### src/rtl/colmix_pkg.sv
package colmix_pkg;
  localparam int BYTE_W = 8;
  localparam int LANES = 4;
  localparam int COL_W = BYTE_W * LANES;
  localparam logic [BYTE_W-1:0] REDUCE_POLY = 8'h1B;
  localparam int DEC_PASSES = 3;
  localparam int PASS_CNT_W = $clog2(DEC_PASSES + 1);

  typedef logic [BYTE_W-1:0] byte_t;
  typedef logic [COL_W-1:0] col_t;

  typedef struct packed {
    logic load;   // mix colIn into the result register
    logic feed;   // mix the result register back into itself
  } strobe_t;

  function automatic byte_t gfDouble(input byte_t a);
    byte_t sh;
    sh = {a[BYTE_W-2:0], 1'b0};
    return a[BYTE_W-1] ? (sh ^ REDUCE_POLY) : sh;
  endfunction

  function automatic byte_t laneOf(input col_t c, input int idx);
    return c[COL_W-1-BYTE_W*idx -: BYTE_W];
  endfunction

  function automatic byte_t foldBytes(input col_t c);
    byte_t acc;
    acc = '0;
    for (int k = 0; k < LANES; k++) acc ^= laneOf(c, k);
    return acc;
  endfunction
endpackage

### src/rtl/colmix_mixer.sv
module colmix_mixer
  import colmix_pkg::*;
(
  input  col_t colSrc,
  output col_t colMix
);
  byte_t srcLane [LANES];
  byte_t dblLane [LANES];

  for (genvar i = 0; i < LANES; i++) begin : g_lane
    assign srcLane[i] = colSrc[COL_W-1-BYTE_W*i -: BYTE_W];
    assign dblLane[i] = gfDouble(srcLane[i]);
    // 2*a_i ^ 3*a_(i+1) ^ a_(i+2) ^ a_(i+3)
    assign colMix[COL_W-1-BYTE_W*i -: BYTE_W] =
        dblLane[i]
      ^ dblLane[(i+1)%LANES] ^ srcLane[(i+1)%LANES]
      ^ srcLane[(i+2)%LANES]
      ^ srcLane[(i+3)%LANES];
  end

  // the circulant row sums to 1, so the byte xor is preserved
  always_comb begin
    a_r2_fold_kept: assert (foldBytes(colMix) == foldBytes(colSrc))
      else $error("mixer changed byte fold");
  end
endmodule

### src/rtl/colmix_datapath.sv
module colmix_datapath
  import colmix_pkg::*;
(
  input  logic    clk,
  input  logic    rstN,
  input  strobe_t strobe,
  input  col_t    colIn,
  output col_t    colOut
);
  col_t colReg;
  col_t mixSrc;
  col_t mixRes;

  assign mixSrc = strobe.load ? colIn : colReg;

  colmix_mixer mixer_i (
    .colSrc (mixSrc),
    .colMix (mixRes)
  );

  always_ff @(posedge clk or negedge rstN) begin
    if (!rstN)                           colReg <= '0;
    else if (strobe.load || strobe.feed) colReg <= mixRes;
  end

  assign colOut = colReg;

  // result register holds when no strobe is raised
  a_r7_hold_idle: assert property (@(posedge clk) disable iff (!rstN)
    !(strobe.load || strobe.feed) |=> $stable(colOut));
  // every registered pass keeps the byte fold of its source
  a_r2_pass_fold: assert property (@(posedge clk) disable iff (!rstN)
    (strobe.load || strobe.feed) |=> foldBytes(colOut) == $past(foldBytes(mixSrc)));
endmodule

### src/rtl/colmix_ctrl.sv
module colmix_ctrl
  import colmix_pkg::*;
(
  input  logic    clk,
  input  logic    rstN,
  input  logic    start,
  input  logic    decrypt,
  output strobe_t strobe,
  output logic    done
);
  logic                  running;
  logic [PASS_CNT_W-1:0] passLeft;
  logic                  accept;

  assign accept      = start && !running;
  assign strobe.load = accept;
  assign strobe.feed = running;

  always_ff @(posedge clk or negedge rstN) begin
    if (!rstN) begin
      running  <= 1'b0;
      passLeft <= '0;
      done     <= 1'b0;
    end else if (accept) begin
      running  <= decrypt;
      passLeft <= PASS_CNT_W'(DEC_PASSES - 1);
      done     <= !decrypt;
    end else if (running) begin
      passLeft <= passLeft - 1'b1;
      if (passLeft == PASS_CNT_W'(1)) begin
        running <= 1'b0;
        done    <= 1'b1;
      end else begin
        done    <= 1'b0;
      end
    end else begin
      done <= 1'b0;
    end
  end

  // encrypt completes in the next cycle
  a_r4_enc_next: assert property (@(posedge clk) disable iff (!rstN)
    (accept && !decrypt) |=> done);
  // decrypt never completes one cycle after its start
  a_r5_dec_not_early: assert property (@(posedge clk) disable iff (!rstN)
    (accept && decrypt) |=> !done);
  // a decrypt with passes left keeps running whatever start does
  a_r8_keep_running: assert property (@(posedge clk) disable iff (!rstN)
    (running && passLeft > PASS_CNT_W'(1)) |=> (running && !done));
  // done drops unless a new start is taken
  a_r7_done_pulse: assert property (@(posedge clk) disable iff (!rstN)
    (done && !start) |=> !done);
  // pass counter never exceeds the pass count
  a_r5_pass_bound: assert property (@(posedge clk) disable iff (!rstN)
    passLeft <= PASS_CNT_W'(DEC_PASSES - 1));
endmodule

### src/rtl/colmix_top.sv
module colmix_top
  import colmix_pkg::*;
(
  input  logic        clk,
  input  logic        rstN,
  input  logic        start,
  input  logic        decrypt,
  input  logic [31:0] colIn,
  output logic [31:0] colOut,
  output logic        done
);
  strobe_t strobe;

  colmix_ctrl ctrl_i (
    .clk     (clk),
    .rstN    (rstN),
    .start   (start),
    .decrypt (decrypt),
    .strobe  (strobe),
    .done    (done)
  );

  colmix_datapath dp_i (
    .clk    (clk),
    .rstN   (rstN),
    .strobe (strobe),
    .colIn  (colIn),
    .colOut (colOut)
  );
endmodule

### config.mk
export PLATFORM = sky130hd
export DESIGN_NAME = colmix_top
export DESIGN_NICKNAME = d
export VERILOG_FILES = /design/src/rtl/colmix_pkg.sv /design/src/rtl/colmix_mixer.sv /design/src/rtl/colmix_datapath.sv /design/src/rtl/colmix_ctrl.sv /design/src/rtl/colmix_top.sv
export SDC_FILE = /design/constraint.sdc
export NUM_CORES = 1
export LEC_CHECK = 0
export ABC_AREA = 1
export BUFFER_PORTS_ARGS = -buffer_cell sky130_fd_sc_hd__buf_4
export CAP_MARGIN = 20
export CORE_MARGIN = 1
export CORE_UTILIZATION = 58
export CTS_CLUSTER_DIAMETER = 120
export CTS_CLUSTER_SIZE = 20
export DETAILED_ROUTE_END_ITERATION = 16
export HOLD_SLACK_MARGIN = 0.02
export PLACE_DENSITY_LB_ADDON = 0.05
export SLEW_MARGIN = 30
export SYNTH_ARGS = -nofsm -noshare
export SYNTH_HDL_FRONTEND = slang
export SYNTH_SLANG_ARGS = --single-unit
### constraint.sdc
create_clock -name clk -period 2.3 [get_ports clk]
set_clock_uncertainty 0.1 [all_clocks]
set_input_delay 0.23 -clock clk [delete_from_list [all_inputs] [get_ports clk]]
set_output_delay 0.23 -clock clk [all_outputs]
set_load 0.02 [all_outputs]
==> metrics <==
Root Buffer=clkbuf_8; Port-buffer cells=68; Worst Setup Start Kind=register; Max transition margin=0.643; most used cell, CP=nand2_1; period utilisation layout=0.907; Leakage Power=3.13 nW; count of pins on the block boundary=69; top cell types by occurrence after synthesis=nand2_1, nand3_1, inv_1; Critical Path Slowest Stage Cell=dfrtp_1; top post-synthesis cells by area=nand2_1, dfrtp_1, nand3_1; Yosys warning total=0; initial drt markers=471; share of flip-flops with an asynchronous set or reset after synthesis=1.00; Cell Rows=30; number of pins with negative max-slew slack in the final report=0; clock latency of the later-clocked register in the worst-skew pair=0.30 ns; post-synthesis sequential area ratio=0.217; unrepaired setup endpoints after global routing=false; Distinct cells, synth=21; hold violation count in the final report=0; synthesis-stage register bit count=36; Core Box Area=0.00687 mm^2; Post-Synthesis Mean Instance Area=5.00 um^2; total standard cell area after synthesis=0.00415 mm^2; CTS H-tree depth=2; share of cells above drive strength 1=0.107; nature of the critical path endpoint=register; highest clock rate=480 MHz; clock tree from TritonCTS=yes; power density over cell area=1850 mW/mm^2; clock tree sinks=36; Post-CTS Hold Fix Bufs=1; largest net degree at the start of global routing=37; dominant delay contributor by cell family on the critical path=simple AND/OR/NAND/NOR gates; routed length per placed instance=13.4 um; required time of the worst setup path=2.39 ns; hold crit path type=primary input to register; Mapped Nets=867; initial cell density of the core=0.604; Area Growth Syn to Fin=17.5%; number of max-cap violations=0; slowest stage delay, CP=0.46 ns; Antenna Cells=0; weighted congestion at the end of routability-driven global placement=1.02; Die X-Extent=86.6 um; Critical Path, Cell by Cell=inv_2 -> nand2_4 -> buf_12 -> o21ai_1 -> nand2_1 -> nand2_1 -> nand2_1 -> nand2_1 -> nand2_1 -> nand3_1 -> nand2_1; Main synth FF type=dfrtp_1; global router's overall resource usage=0.367; initial antenna violation count=0; post-cts repair resize count=0; global route overflow=0; detailed-router iteration count before antenna repair=8; vias in the first global route=4782; number of buffers created by CTS=5; total detailed-routing wirelength=13.3 mm; EDFF count, synth=0; number of buffers on the longest clock path=2; Yosys top cell area share=0.506; library cell with the highest instance count after synthesis=nand2_1; Worst Tran Pin Value=0.536 ns; Total Power=9.04 mW; data arrival time at the worst-slack endpoint=2.17 ns; Die Height=86.6 um; type of the setup path with the least slack=register to register; routed via count=5405; first-pass GRT wire length=21.8 mm; cell taking the most area after synthesis=nand2_1; remaining design rule violation count=0; NumNets Final=931; via density per instance=5.45; final period demand of the worst path=2.09 ns; post-CTS clock slew at the launch and capture registers of the worst setup and hold paths=0.08 ns; full die area=0.00750 mm^2; final number of setup-violating endpoints=0; Worst VDD drop=0.896 mV; summed negative setup slack over all endpoints=0 ns; worst path buffer plus inverter count=2; half-perimeter wire length after detailed placement=9.70 mm; post-layout utilization of the core=0.710; run status=finished clean; synthesized netlist cell count=830; antenna violation net count after detailed routing=0; post-CTS repair timing setup buffer count=0; crit path max fanout=24
-- layout make-up --
| cell class | instances | area, um^2 |
|---|---|---|
| inverter | 68 | 255 |
| timing repair buffer | 79 | 633 |
| sequential | 36 | 901 |
| clock buffer | 8 | 90.1 |
| fill | 635 | 1990 |
| tap | 96 | 120 |
| multi-input combinational | 704 | 2880 |
-- cell families after synthesis --
logic type / share of synthesized area
fa+ha+maj: 0.00301
flops: 0.217
xor+xnor: 0.00211
buf+inv: 0.0892
simple gates: 0.669
compound gates: 0.0193
-- sequential cells by signal (all words and copies together), names as in the netlist --
register / flops
ctrl_i.passLeft: 2
dp_i.colOut: 32
ctrl_i.running: 1
ctrl_i.done: 1
-- through the flow --
stage | setup WS (ns) | hold WS [ns] | instance area (um^2) | instances
after floorplan | 0.586 | -0.166 | 4150 | 830
after global routing | 0.0734 | 0.0588 | 4880 | 991
after detailed placement | 0.270 | 0.145 | 4780 | 982
after global placement | 0.353 | 0.136 | 4780 | 982
final | 0.215 | 0.0468 | 4880 | 991
after CTS | 0.262 | 0.0409 | 4880 | 991
-- metal layers --
metal  GRT usage  share of wire
met5           0              0
met2       0.604           0.45
met1       0.492           0.43
met3      0.0505          0.097
met4       0.132          0.019
-- layout by cell type, fill, tap and decap left out, drive strengths merged --
cell type,Yosys,routed
clkbuf,6,8
nor2,4,4
nand3b,9,9
clkinv,1,1
xnor2,1,1
dfrtp,36,36
dlygate4sd3,0,1
a21oi,1,1
inv,67,67
o21ai,15,15
nand2,568,568
nand3,105,105
buf,16,78
ha,1,1
-- path summary, 6_finish.rpt --
kind | start | endpoint | slack [ns] | depth (start not counted)
worst max-delay path | ctrl_i.running | dp_i.colOut[30] | 0.21 | 11
worst min-delay path | decrypt | ctrl_i.done | 0.05 | 2
worst max register to register | ctrl_i.running | dp_i.colOut[30] | 0.21 | 11
worst min register to register | dp_i.colOut[13] | dp_i.colOut[13] | 0.43 | 2
max in group asynchronous | rstN | dp_i.colOut[23] | 1.37 | 2
min in group asynchronous | rstN | dp_i.colOut[28] | 0.34 | 2
-- power by group --
group | leakage [nW] | switching (mW) | total (mW) | internal [mW]
Clock | 0.0455 | 0.257 | 0.502 | 0.245
Combinational | 2.67 | 4.82 | 7.19 | 2.36
Sequential | 0.414 | 0.354 | 1.35 | 0.998
Power figures use the tool's default switching activity.
